==> src/rtl/scan_tap_ctrl.sv <==
module scan_tap_ctrl #(
  parameter logic [31:0] ID_VALUE = 32'h1A2B_3C4D
) (
  input  logic        tck,
  input  logic        por_n,
  input  logic        tms,
  input  logic        tdi,
  input  logic        prog_n,
  input  logic        cfg_done,
  input  logic        cfg_busy,
  input  logic [31:0] usercode,
  input  logic        bsr_tdo,
  input  logic [3:0]  usr_tdo,
  output logic        tdo,
  output logic        tdo_oe,
  output logic        bsr_sel,
  output logic        bsr_capture,
  output logic        bsr_shift,
  output logic        bsr_update,
  output logic [3:0]  usr_sel,
  output logic [3:0]  usr_capture,
  output logic [3:0]  usr_shift,
  output logic [3:0]  usr_update,
  output logic        extest_en,
  output logic        intest_en,
  output logic        highz_en,
  output logic        cfg_start,
  output logic        cfg_stop
);
  localparam int IRW = 10;
  localparam logic [IRW-1:0] IR_CAPTURE = 10'b0000010001;
  localparam logic [IRW-1:0] I_EXTEST = 10'h3C0, I_SAMPLE = 10'h3C1, I_USER1 = 10'h3C2,
    I_USER2 = 10'h3C3, I_INTEST = 10'h3C7, I_USERCODE = 10'h3C8, I_IDCODE = 10'h3C9,
    I_HIGHZ = 10'h3CA, I_JSTART = 10'h3CC, I_JSHUT = 10'h3CD, I_USER3 = 10'h3E2,
    I_USER4 = 10'h3E3;

  typedef enum logic [3:0] {
    S_TLR, S_RTI, S_SELDR, S_CAPDR, S_SHDR, S_EX1DR, S_PADR, S_EX2DR, S_UPDR,
    S_SELIR, S_CAPIR, S_SHIR, S_EX1IR, S_PAIR, S_EX2IR, S_UPIR
  } tap_t;

  typedef enum logic [3:0] {
    OP_BYP, OP_EXT, OP_INT, OP_SMP, OP_IDC, OP_UC, OP_HIZ,
    OP_U1, OP_U2, OP_U3, OP_U4, OP_JST, OP_JSD
  } op_t;

  tap_t state, nxt;
  op_t  raw, op;
  logic [IRW-1:0] ir, ir_sh;
  logic [31:0] dr32;
  logic byp, was_rti;

  always_comb begin
    case (state)
      S_TLR:   nxt = tms ? S_TLR   : S_RTI;
      S_RTI:   nxt = tms ? S_SELDR : S_RTI;
      S_SELDR: nxt = tms ? S_SELIR : S_CAPDR;
      S_CAPDR: nxt = tms ? S_EX1DR : S_SHDR;
      S_SHDR:  nxt = tms ? S_EX1DR : S_SHDR;
      S_EX1DR: nxt = tms ? S_UPDR  : S_PADR;
      S_PADR:  nxt = tms ? S_EX2DR : S_PADR;
      S_EX2DR: nxt = tms ? S_UPDR  : S_SHDR;
      S_UPDR:  nxt = tms ? S_SELDR : S_RTI;
      S_SELIR: nxt = tms ? S_TLR   : S_CAPIR;
      S_CAPIR: nxt = tms ? S_EX1IR : S_SHIR;
      S_SHIR:  nxt = tms ? S_EX1IR : S_SHIR;
      S_EX1IR: nxt = tms ? S_UPIR  : S_PAIR;
      S_PAIR:  nxt = tms ? S_EX2IR : S_PAIR;
      S_EX2IR: nxt = tms ? S_UPIR  : S_SHIR;
      default: nxt = tms ? S_SELDR : S_RTI;
    endcase
  end

  always_ff @(posedge tck or negedge por_n)
    if (!por_n) begin
      state   <= S_TLR;
      was_rti <= 1'b0;
    end else begin
      state   <= nxt;
      was_rti <= (state == S_RTI);
    end

  always_ff @(posedge tck)
    if (state == S_CAPIR)     ir_sh <= IR_CAPTURE;
    else if (state == S_SHIR) ir_sh <= {tdi, ir_sh[IRW-1:1]};

  always_ff @(negedge tck or negedge por_n)
    if (!por_n)               ir <= I_IDCODE;
    else if (state == S_TLR)  ir <= I_IDCODE;
    else if (state == S_UPIR) ir <= ir_sh;

  always_comb begin
    case (ir)
      I_EXTEST:   raw = OP_EXT;
      I_SAMPLE:   raw = OP_SMP;
      I_INTEST:   raw = OP_INT;
      I_IDCODE:   raw = OP_IDC;
      I_USERCODE: raw = OP_UC;
      I_HIGHZ:    raw = OP_HIZ;
      I_USER1:    raw = OP_U1;
      I_USER2:    raw = OP_U2;
      I_USER3:    raw = OP_U3;
      I_USER4:    raw = OP_U4;
      I_JSTART:   raw = OP_JST;
      I_JSHUT:    raw = OP_JSD;
      default:    raw = OP_BYP;
    endcase
    op = raw;
    if (!cfg_done && (raw inside {OP_U1, OP_U2, OP_U3, OP_U4})) op = OP_BYP;
    if (cfg_busy && (raw inside {OP_EXT, OP_INT, OP_SMP}))      op = OP_BYP;
  end

  wire cap_dr = (state == S_CAPDR);
  wire sh_dr  = (state == S_SHDR);
  wire up_dr  = (state == S_UPDR);

  always_ff @(posedge tck)
    if (cap_dr) begin
      byp <= 1'b0;
      if (op == OP_IDC)     dr32 <= ID_VALUE;
      else if (op == OP_UC) dr32 <= usercode;
    end else if (sh_dr) begin
      byp  <= tdi;
      dr32 <= {tdi, dr32[31:1]};
    end

  assign bsr_sel     = op inside {OP_EXT, OP_INT, OP_SMP};
  assign usr_sel     = {op == OP_U4, op == OP_U3, op == OP_U2, op == OP_U1};
  assign bsr_capture = bsr_sel & cap_dr;
  assign bsr_shift   = bsr_sel & sh_dr;
  assign bsr_update  = bsr_sel & up_dr;
  assign usr_capture = usr_sel & {4{cap_dr}};
  assign usr_shift   = usr_sel & {4{sh_dr}};
  assign usr_update  = usr_sel & {4{up_dr}};
  assign extest_en   = (op == OP_EXT);
  assign intest_en   = (op == OP_INT);
  assign highz_en    = (op == OP_HIZ);

  wire rti_entry = (state == S_RTI) && !was_rti;
  assign cfg_start = rti_entry && (op == OP_JST);
  assign cfg_stop  = rti_entry && (op == OP_JSD);

  logic dr_out;
  always_comb
    case (op)
      OP_IDC, OP_UC:         dr_out = dr32[0];
      OP_EXT, OP_INT, OP_SMP: dr_out = bsr_tdo;
      OP_U1:                 dr_out = usr_tdo[0];
      OP_U2:                 dr_out = usr_tdo[1];
      OP_U3:                 dr_out = usr_tdo[2];
      OP_U4:                 dr_out = usr_tdo[3];
      default:               dr_out = byp;
    endcase

  always_ff @(negedge tck or negedge por_n)
    if (!por_n) begin
      tdo    <= 1'b0;
      tdo_oe <= 1'b0;
    end else begin
      tdo    <= (state == S_SHIR) ? ir_sh[0] : dr_out;
      tdo_oe <= (state == S_SHIR) || sh_dr;
    end

  a_r1_tlr_exit: assert property (@(posedge tck) disable iff (!por_n)
    (state == S_TLR && !tms) |=> (state == S_RTI));
  a_r3_tlr_idcode: assert property (@(posedge tck) disable iff (!por_n)
    (state == S_TLR) |=> (ir == I_IDCODE));
  a_r5_user_gate: assert property (@(posedge tck) disable iff (!por_n)
    !cfg_done |-> (usr_sel == 4'b0));
  a_r6_bsr_gate: assert property (@(posedge tck) disable iff (!por_n)
    cfg_busy |-> !(bsr_capture || bsr_shift || bsr_update));
  a_r8_oe_window: assert property (@(posedge tck) disable iff (!por_n)
    tdo_oe == (state == S_SHIR || state == S_SHDR));
  a_r9_onehot_sel: assert property (@(posedge tck) disable iff (!por_n)
    $onehot0({bsr_sel, usr_sel}));
  a_r10_single_pulse: assert property (@(posedge tck) disable iff (!por_n)
    (cfg_start || cfg_stop) |=> !(cfg_start || cfg_stop));
  a_r11_prog_ignored: assert property (@(posedge tck) disable iff (!por_n)
    (!prog_n && state == S_RTI && !tms) |=> (state == S_RTI));
endmodule

==> config.mk <==
export PLATFORM = sky130hd
export DESIGN_NAME = scan_tap_ctrl
export DESIGN_NICKNAME = d
export VERILOG_FILES = /design/src/rtl/scan_tap_ctrl.sv
export SDC_FILE = /design/constraint.sdc
export NUM_CORES = 1
export LEC_CHECK = 0
export BUFFER_PORTS_ARGS = -buffer_cell sky130_fd_sc_hd__clkbuf_2
export CAP_MARGIN = 20
export CORE_MARGIN = 5
export CORE_UTILIZATION = 40
export CTS_BUF_LIST = sky130_fd_sc_hd__clkbuf_4
export DETAILED_ROUTE_END_ITERATION = 8
export SYNTH_ARGS = -nofsm -noshare
export SYNTH_HDL_FRONTEND = slang
export SYNTH_SLANG_ARGS = --single-unit
==> constraint.sdc <==
create_clock -name tck -period 9.4 [get_ports tck]
set_input_delay 0.47 -clock tck [delete_from_list [all_inputs] [get_ports tck]]
set_output_delay 0.47 -clock tck [all_outputs]
set_load 0.01 [all_outputs]
==> impl_metrics.ini, run 1 <==
[run_status]
status = completed

[drt]
route.met2.wl_um = 3140
drt-initial-drc-count = 132
wl_met1_um = 3480
dr.pass1.iters = 4
drt-total-wl_um = 7180
post_drt_wl_per_cell_um = 15.9
num_vias = 2434
post_drt_via_cell_ratio = 5.38
route.top_layer_used = met4
number_of_design_rule_violations_left_after_detail_routing = 0
routed-wl-met3_um = 452
antenna_violating_nets_post_route = 0

[global_route]
global_route.overflow_total = 0
vias_in_the_first_global_route = 2199
antenna_found_initial = 0
grt_pass1_wl_um = 11200
globalRouteTotalUtil_pct = 16.3
grt_max_degree = 33

[clock_tree]
cts_num_sinks = 60
cts_htree_levels = 3
clk_latency_ps = 420
tritoncts = done
numCtsBuffers = 9
max_buffers_root_to_sink = 2
cts.root.buffer_cell = clkbuf_4
cts_post_setup_buffers_inserted = 0
cts.reportedPaths.clkPinSlew_ps = 110

[critical_path]
timing.critical_path.arrival_ps = 7030
data_required_time_of_the_critical_path_ps = 8930
timing.critical_path.to_type = primary output
startpoint = ir[2]$_DFFE_NN0P_
reg2reg_from = ir[8]$_DFFE_NN1P_
critPathLaunchType = register
worst-setup-path-type = register to primary output
crit_fanout = 17

[placed_design]
dp_cells = 430
routabilityCongestion = 0.739
hpwl_um = 5110
port-buffer-count = 69

[yosys]
synthDistinctLibCells = 48
synth_top_cell_by_area = edfxtp_1
synth_enable_flop_cells = 32
avgSynthCellArea_um2 = 10.6
yosys-top-cells-area = edfxtp_1 33%, a22o_1 8.3%, dfxtp_1 7.5%
share_of_synthesized_area_occupied_by_flip_flops_and_latches_pct = 54.9
yosys_register_bits = 60
yosys_warnings = 0
synth_area_um2 = 2940
yosys.area.top_type_share_pct = 32.7
total_nets_after_synthesis = 322
async_reset_ff_share_pct = 28.3
primary_ff_master_synth = edfxtp_1
syn_inst = 278

[die]
core_area_um2 = 7210
die_width_um = 95.8
placement_rows = 31
top_level_ports = 71
start_util_pct = 40.8
die_area_um2 = 9170
die-height_um = 95.8

[layout]
syn_to_final_growth_pct = 20.8
finish.cell_count_without_fillers = 452
most-common-layout-cells = 69 x clkbuf_2, 35 x nor2_1, 32 x edfxtp_1, 28 x a22o_1, 22 x o22a_1
filler_cell_count = 705
finish.net_count = 392
mostFrequentLayoutCell = clkbuf_2
post_route_cells_drive_above_1_share_pct = 29.2
num_antenna_cells = 0

[pwr]
power_leakage_nw = 1.48
vdd_ir_drop_max_mv = 0.129
powerDensity_nw_per_um2 = 300

[timing]
final_hold_viol_count = 0
max_slew.worst_pin.slew_ps = 938
finalSetupViolCount = 0
final_max_slew_viols = 0
max_slew_margin_pct = 36.9
fin_tns_setup_ps = 0
rsz0062_at_grt = false
max_clock_skew_ps = 61.7

[flow_run]
cap_violations = 0

[min_path]
start_point_of_the_worst_hold_path = usercode[16]
holdCritPathClass = input port to register
==> sequential cells by signal, summed over array words and instances (netlist names) <==
name,flops
was_rti,1
ir,10
byp,1
tdo,1
ir_sh,10
tdo_oe,1
state,4
dr32,32
==> worst max-delay path, cell delays in order, from the launching register on <==
cell and delay [ps]:
dfrtn_1 710, or3b_1 390, a211o_1 310, nand2_1 90, nand3_1 150, nor2_1 160
clkbuf_2 150
==> report_power, final <==
| part | switching, mW | total, mW | internal [mW] |
|---|---|---|---|
| clock network | 0.102 | 0.215 | 0.113 |
| registers | 0.0806 | 0.498 | 0.418 |
| logic | 0.194 | 0.353 | 0.159 |
| total | 0.376 | 1.07 | 0.690 |
==> timing repair <==
action                    in CTS  in global routing
gates resized for setup        0                  0
hold endpoints to repair       3                  0
hold buffers                   1                  0
==> cell type report <==
class	count	area, um^2	share of cell area (%)
clock buffers	10	75.1	2.11
clock inverters	12	109	3.06
repair buffers	74	389	10.9
well taps	99	124	3.48
inverters	10	37.5	1.06
flip-flops and latches	60	1610	45.4
multi-input cells	187	1210	33.9
==> Yosys cell counts, types with 3 or more instances <==
| library cell | instances |
|---|---|
| a21o_1 | 3 |
| a21oi_1 | 8 |
| a22o_1 | 28 |
| a31oi_1 | 3 |
| buf_2 | 4 |
| clkbuf_1 | 15 |
| dfrtn_1 | 6 |
| dfrtp_1 | 5 |
| dfstp_2 | 6 |
| dfxtp_1 | 11 |
| edfxtp_1 | 32 |
| inv_1 | 11 |
| nand2_1 | 17 |
| nand2b_1 | 5 |
| nand3_1 | 9 |
| nand4_1 | 5 |
| nor2_1 | 35 |
| nor2b_1 | 3 |
| nor3_1 | 4 |
| o21ai_0 | 11 |
| o22a_1 | 22 |
| o22ai_1 | 3 |
==> worst paths after layout <==
kind,end,slack [ps],depth (start not counted)
hold reg to reg,byp$_SDFFE_PN0P_,510,2
setup reg to reg,dr32[0]$_DFFE_PP_,2380,6
min in group asynchronous,state[2]$_DFF_PN0_,540,2
hold / removal,dr32[16]$_DFFE_PP_,350,2
setup / recovery,usr_shift[3],1900,6
max in group asynchronous,ir[6]$_DFFE_NN1P_,3830,2
==> kinds of logic (layout without fill, tap and decap cells) <==
logic type      after synthesis  after routing  synth area share (%)
flops                        60             60                  54.9
simple gates                 95             95                  16.6
buf+inv                      31            106                  4.25
mux                           3              3                  1.06
compound gates               89             89                  23.2
==> stage by stage <==
step	hold WS, ps	utilization, %	area [um^2]	setup WS (ps)	power (mW)
floorplan	174	-	2940	787	0.767
global placement	433	46.5	3350	2030	0.852
detailed placement	441	46.6	3360	2280	0.860
CTS	323	49.3	3550	1880	1.07
global route	326	49.3	3550	1710	1.14
finish	347	49.3	3550	1900	1.07
==> metal layers <==
| metal | GRT usage (%) | up-vias |
|---|---|---|
| met1 | 23.0 | 1160 |
| met4 | 6.16 | 0 |
| met5 | 0 | - |
| met2 | 24.1 | 69 |
| met3 | 4.14 | 8 |
| li1 | - | 1197 |
Power figures use the tool's default switching activity.
==> run 2: changes to the inputs <==
Clock period 9.4 ns to 6.6 ns, I/O delays scaled along.
==> run 2 against run 1 <==
Worst setup slack worse by 1300 ps; sequential share of layout area about the same; register-to-register slack worse by 1300 ps; sequential power up 43%; clock skew about the same; highest routed layer unchanged; global-route usage up 0.23 points; hold slack worse by 140 ps; critical endpoint is now usr_update[3]; clock power up 41%; core utilization down 0.052 points.
==> impl_metrics.ini, run 2 (synthesis gave the netlist of run 1 again) <==
[placed_design]
dp_cells = 430
port-buffer-count = 69
routabilityCongestion = 0.858
hpwl_um = 5080
placedInstanceArea_um2 = 3360
detailedPlace.worstSlack_ps = 1020

[critical_path]
regToRegSetupSlack_ps = 1070
rr_worst_depth = 4
data_required_time_of_the_critical_path_ps = 6270
cp-endpoint = usr_update[3]
reg2reg_from = ir[8]$_DFFE_NN1P_
worst-setup-path-type = register to primary output
timing.critical_path.to_type = primary output
timing.critical_path.arrival_ps = 5640
crit_fanout = 17
rr_endpoint = dr32[14]$_DFFE_PP_
critPathLaunchType = register
startpoint = ir[2]$_DFFE_NN0P_

[drt]
route.top_layer_used = met4
wl_met1_um = 3310
dr.pass1.iters = 4
number_of_design_rule_violations_left_after_detail_routing = 0
num_vias = 2424
drt-initial-drc-count = 150
routed-wl-met3_um = 345
post_drt_wl_per_cell_um = 15.8
antenna_violating_nets_post_route = 0
post_drt_via_cell_ratio = 5.36
drt-total-wl_um = 7140
route.met2.wl_um = 3330

[clock_tree]
cts_resized = 0
max_buffers_root_to_sink = 2
tritoncts = done
cts_htree_levels = 3
cts_num_sinks = 60
numCtsBuffers = 9
cts.reportedPaths.clkPinSlew_ps = 110
cts.root.buffer_cell = clkbuf_4
clk_latency_ps = 430

[run_status]
status = completed

[timing]
max_slew_margin_pct = 36.5
fin_tns_setup_ps = 0
rsz0062_at_grt = false
max_clock_skew_ps = 61.2
holdWs_ps = 212
layout_setup_ws_ps = 628
final_hold_viol_count = 0
finalSetupViolCount = 0
final_max_slew_viols = 0
max_slew.worst_pin.slew_ps = 949

[flow_run]
cap_violations = 0

[pwr]
power.total_mw = 1.51
vdd_ir_drop_max_mv = 0.216
p_clk_share_pct = 20.0
powerDensity_nw_per_um2 = 426
proportion_of_power_drawn_by_flip_flops_and_latches_pct = 47.0
pwr-share-comb_pct = 32.9
switching_share_pct = 35.1
cell_internal_pwr_uw = 983
switchingPower_uw = 531
power_leakage_nw = 1.49

[die]
top_level_ports = 71
placement_rows = 31
core_area_um2 = 7210
die-height_um = 95.8
die_width_um = 95.8
start_util_pct = 40.8
die_area_um2 = 9170

[global_route]
grt_pass1_wl_um = 11500
global_route.overflow_total = 0
antenna_found_initial = 0
vias_in_the_first_global_route = 2352
globalRouteTotalUtil_pct = 16.6
grt_max_degree = 33

[layout]
most-common-layout-cells = 69 x clkbuf_2, 35 x nor2_1, 32 x edfxtp_1, 28 x a22o_1, 22 x o22a_1
finish.net_count = 392
syn_to_final_growth_pct = 20.7
layout.cell_area.non_filler_um2 = 3550
finish.cell_count_without_fillers = 452
largest_register = dr32
num_antenna_cells = 0
regs_by_ff_count = dr32 x32, ir x10, ir_sh x10
largest_register_ffs = 32
filler_cell_count = 693
post_route_cells_drive_above_1_share_pct = 29.5
finalCoreUtilization_pct = 49.2
mostFrequentLayoutCell = clkbuf_2

[min_path]
holdCritPathClass = input port to register
==> run 2: changes by cell type in the layout (fill, tap and decap cells not counted) <==
cell	before	now
buf_6	1	0
clkinv_1	1	0
clkinv_2	0	2
buf_4	3	4
clkinvlp_4	3	1
clkinv_4	0	1
==> run 2: per-layer routing <==
layer  global-route usage, %  vias up
met4                    6.75        0
met1                    21.7     1160
met5                       0        -
met2                    26.0       58
li1                        -     1192
met3                    4.30       14
==> run 2: power groups by stage <==
stage / logic [mW] / clock network [mW] / registers, mW
after floorplan: 0.435 / 0.00657 / 0.648
after global placement: 0.496 / 0.00657 / 0.715
after detailed placement: 0.503 / 0.00657 / 0.719
after CTS: 0.507 / 0.313 / 0.711
after global routing: 0.560 / 0.337 / 0.729
final: 0.499 / 0.303 / 0.712
==> run 2: worst min path at each step <==
stage | depth (start not counted) | to | slack, ps | startpoint
6_report | 2 | dr32[21]$_DFFE_PP_ | 210 | usercode[21]
5_1_grt | 2 | dr32[15]$_DFFE_PP_ | 180 | usercode[15]
4_1_cts | 2 | dr32[22]$_DFFE_PP_ | 190 | usercode[22]
3_5_place_dp | 1 | was_rti$_DFF_PN0_ | 290 | por_n
3_3_place_gp | 1 | was_rti$_DFF_PN0_ | 300 | por_n
2_1_floorplan | 0 | state[0]$_DFF_PN0_ | 30 | por_n
==> run 2: what timing repair did <==
action / CTS / global route
endpoints found under the hold margin: 5 / 0
hold buffers: 1 / 0
setup buffers: 0 / 0
==> run 2: final cells by class <==
class                   instances  area (um^2)  area share [%]
flip-flops and latches         60         1610            45.5
multi-input cells             187         1210            34.0
repair buffers                 74          385            10.9
well taps                      99          124            3.49
clock inverters                12          109            3.07
clock buffers                  10         75.1            2.11
inverters                      10         37.5            1.06
==> run 2: critical path, stage by stage (launching register included) <==
cell      delay, ps
dfrtn_1         710
or3b_1          390
a211o_1         310
nand2_1          90
nand3_1         160
nor2_1          170
clkbuf_2        150
==> run 3: changes to the inputs <==
--- a/config.mk
+++ b/config.mk
@@ -13,2 +13,3 @@
 export DETAILED_ROUTE_END_ITERATION = 8
+export RECOVER_POWER = 25
 export SYNTH_ARGS = -nofsm -noshare
==> constraint.sdc (replaced) <==
create_clock -name tck -period 6.6 [get_ports tck]
set_input_delay 1.32 -clock tck [delete_from_list [all_inputs] [get_ports tck]]
set_output_delay 1.32 -clock tck [all_outputs]
set_load 0.01 [all_outputs]
==> run 3 against run 2 <==
The flow now finishes with violations (negative setup slack); sequential cell count is the same; critical path depth grew 1; clock-buffer cell count is the same; sequential share of layout area shrank 3.3 points; combinational power grew 32%; register-to-register slack lost 100 ps; cell area grew 7.9%; clock power shrank 24%; routed wire length grew 8.4%; critical endpoint is now usr_shift[3]; largest cell class unchanged.
==> impl_metrics.ini, run 3 (synthesis gave the netlist of run 1 again) <==
[run_status]
status = finished with violations
failed_checks = negative setup slack

[global_route]
grt.busiest_layer = met2
globalRouteTotalUtil_pct = 17.1
grt_pass1_wl_um = 11900
global_route.overflow_total = 0
vias_in_the_first_global_route = 2382
met2_usage_pct = 25.7
antenna_found_initial = 0
grt_max_degree = 33
met1_usage_pct = 23.8
met3_usage_pct = 5.08

[layout]
mostFrequentLayoutCell = clkbuf_2
syn_to_final_growth_pct = 30.2
finish.cell_count_without_fillers = 477
most-common-layout-cells = 47 x clkbuf_2, 32 x edfxtp_1, 31 x nor2_1, 28 x a22o_1, 23 x buf_4
regs_by_ff_count = dr32 x32, ir x10, ir_sh x10
post_route_cells_drive_above_1_share_pct = 38.9
finish.net_count = 417
num_antenna_cells = 0
largest_register_ffs = 32
largest_register = dr32

[pwr]
power_leakage_nw = 1.63
cell_internal_pwr_mw = 1.00
pwr-share-comb_pct = 41.3
switchingPower_uw = 588
vdd_ir_drop_max_mv = 0.212
powerDensity_nw_per_um2 = 416
p_clk_share_pct = 14.5
switching_share_pct = 36.9
proportion_of_power_drawn_by_flip_flops_and_latches_pct = 44.2

[critical_path]
critical_path.slowest_cell = dfrtn_1
rr_worst_depth = 5
critPathTopFamily = simple AND/OR/NAND/NOR gates
timing.critical_path.arrival_ps = 5290
critPathLaunchType = register
data_required_time_of_the_critical_path_ps = 5280
max_stage_delay_ps = 440
crit_buf_inv = 2
crit_fanout = 4
crit_chain = buf_6 -> or3b_1 -> a211o_1 -> nand2_2 -> nand3_4 -> nor2_1 -> buf_2
worst-setup-path-type = register to primary output
cp.depth = 7
timing.critical_path.to_type = primary output

[drt]
drt-initial-drc-count = 192
drt-total-wl_um = 7730
post_drt_wl_per_cell_um = 16.2
num_vias = 2549
post_drt_via_cell_ratio = 5.34
antenna_violating_nets_post_route = 0
number_of_design_rule_violations_left_after_detail_routing = 0
dr.pass1.iters = 4

[timing]
max_clock_skew_ps = 62.1
max_slew.worst_pin.slew_ps = 982
final_max_slew_viols = 0
max_slew_margin_pct = 34.6
rsz0062_at_grt = true
finalSetupViolCount = 1
final_hold_viol_count = 0
layout_setup_ws_ps = -9.01

[min_path]
whs_path_depth = 1
holdCritPathClass = register to register

[clock_tree]
numCtsBuffers = 9
cts_num_sinks = 60
max_buffers_root_to_sink = 2
cts.root.buffer_cell = clkbuf_4
cts.reportedPaths.clkPinSlew_ps = 90
tritoncts = done
cts_htree_levels = 3
hold_buffers = 0
clk_latency_ps = 430

[die]
core_area_um2 = 7210
placement_rows = 31
die_width_um = 95.8
start_util_pct = 40.8
die_area_um2 = 9170
top_level_ports = 71
die-height_um = 95.8

[placed_design]
dp_cells = 435
port-buffer-count = 69
detailedPlace.worstSlack_ps = 175
hpwl_um = 5200
routabilityCongestion = 0.848

[flow_run]
cap_violations = 0
[run 3: changes by cell type in the layout (fill, tap and decap cells not counted), moves of 3 or more]
cell,change
nand3_1,-3
buf_4,+19
buf_6,+7
nor2_1,-4
clkbuf_2,-22
buf_2,+19
nor2_2,+3
[run 3: per-stage QoR]
step | hold WS (ps) | setup TNS (ps) | utilization (%) | total power [mW] | cell area, um^2
after floorplan | 454 | 0 | - | 1.09 | 2940
after global placement | 474 | 0 | 47.1 | 1.24 | 3400
after detailed placement | 495 | 0 | 47.1 | 1.24 | 3400
after CTS | 517 | -8.20 | 51.4 | 1.53 | 3710
after global routing | 539 | -1640 | 53.1 | 1.70 | 3830
final | 513 | -9.01 | 53.1 | 1.59 | 3830
[run 3: worst paths after layout]
| check | start | endpoint | slack (ps) |
|---|---|---|---|
| worst max-delay path | ir[2]$_DFFE_NN0P_ | usr_shift[3] | -9 |
| worst min-delay path | ir_sh[4]$_SDFFE_PN1P_ | ir_sh[4]$_SDFFE_PN1P_ | 510 |
| worst max register to register | ir[3]$_DFFE_NN1P_ | dr32[14]$_DFFE_PP_ | 970 |
| worst min register to register | ir_sh[4]$_SDFFE_PN1P_ | ir_sh[4]$_SDFFE_PN1P_ | 510 |
| max in group asynchronous | por_n | ir[1]$_DFFE_NN0P_ | 1710 |
| min in group asynchronous | por_n | was_rti$_DFF_PN0_ | 1050 |
[run 3: cell type report]
| cell class | count | area, um^2 |
|---|---|---|
| repair buffers | 99 | 604 |
| inverters | 10 | 37.5 |
| clock inverters | 12 | 62.6 |
| flip-flops and latches | 60 | 1610 |
| well taps | 99 | 124 |
| clock buffers | 10 | 75.1 |
| fillers | 667 | 3380 |
| multi-input cells | 187 | 1310 |
[run 3: layer usage]
layer  part of all wire [%]  wire [um]
met2                     46       3560
met5                      0          0
met1                     46       3540
met3                    7.6        586
met4                   0.69         53
[run 3: worst reg2reg max path: cells and delay by family (launching register included)]
kind | cells | cell delay [ps]
AOI/OAI and AO/OA | 2 | 790
and+or+nand+nor | 1 | 400
buffers and inverters | 2 | 250
DFF | 1 | 590
[run 3: what timing repair did]
action | in CTS | in global routing
gates resized for setup | 20 | 33
setup buffers | 14 | 6
pin swaps | 15 | 14
setup endpoints to repair | 19 | 24
[run 3: power groups by stage]
stage / clock network, mW / registers [mW] / logic, mW
2_1_floorplan: 0.00657 / 0.648 / 0.435
3_3_place_gp: 0.00657 / 0.706 / 0.523
3_5_place_dp: 0.00657 / 0.710 / 0.527
4_1_cts: 0.237 / 0.701 / 0.593
5_1_grt: 0.260 / 0.722 / 0.716
6_report: 0.231 / 0.704 / 0.657
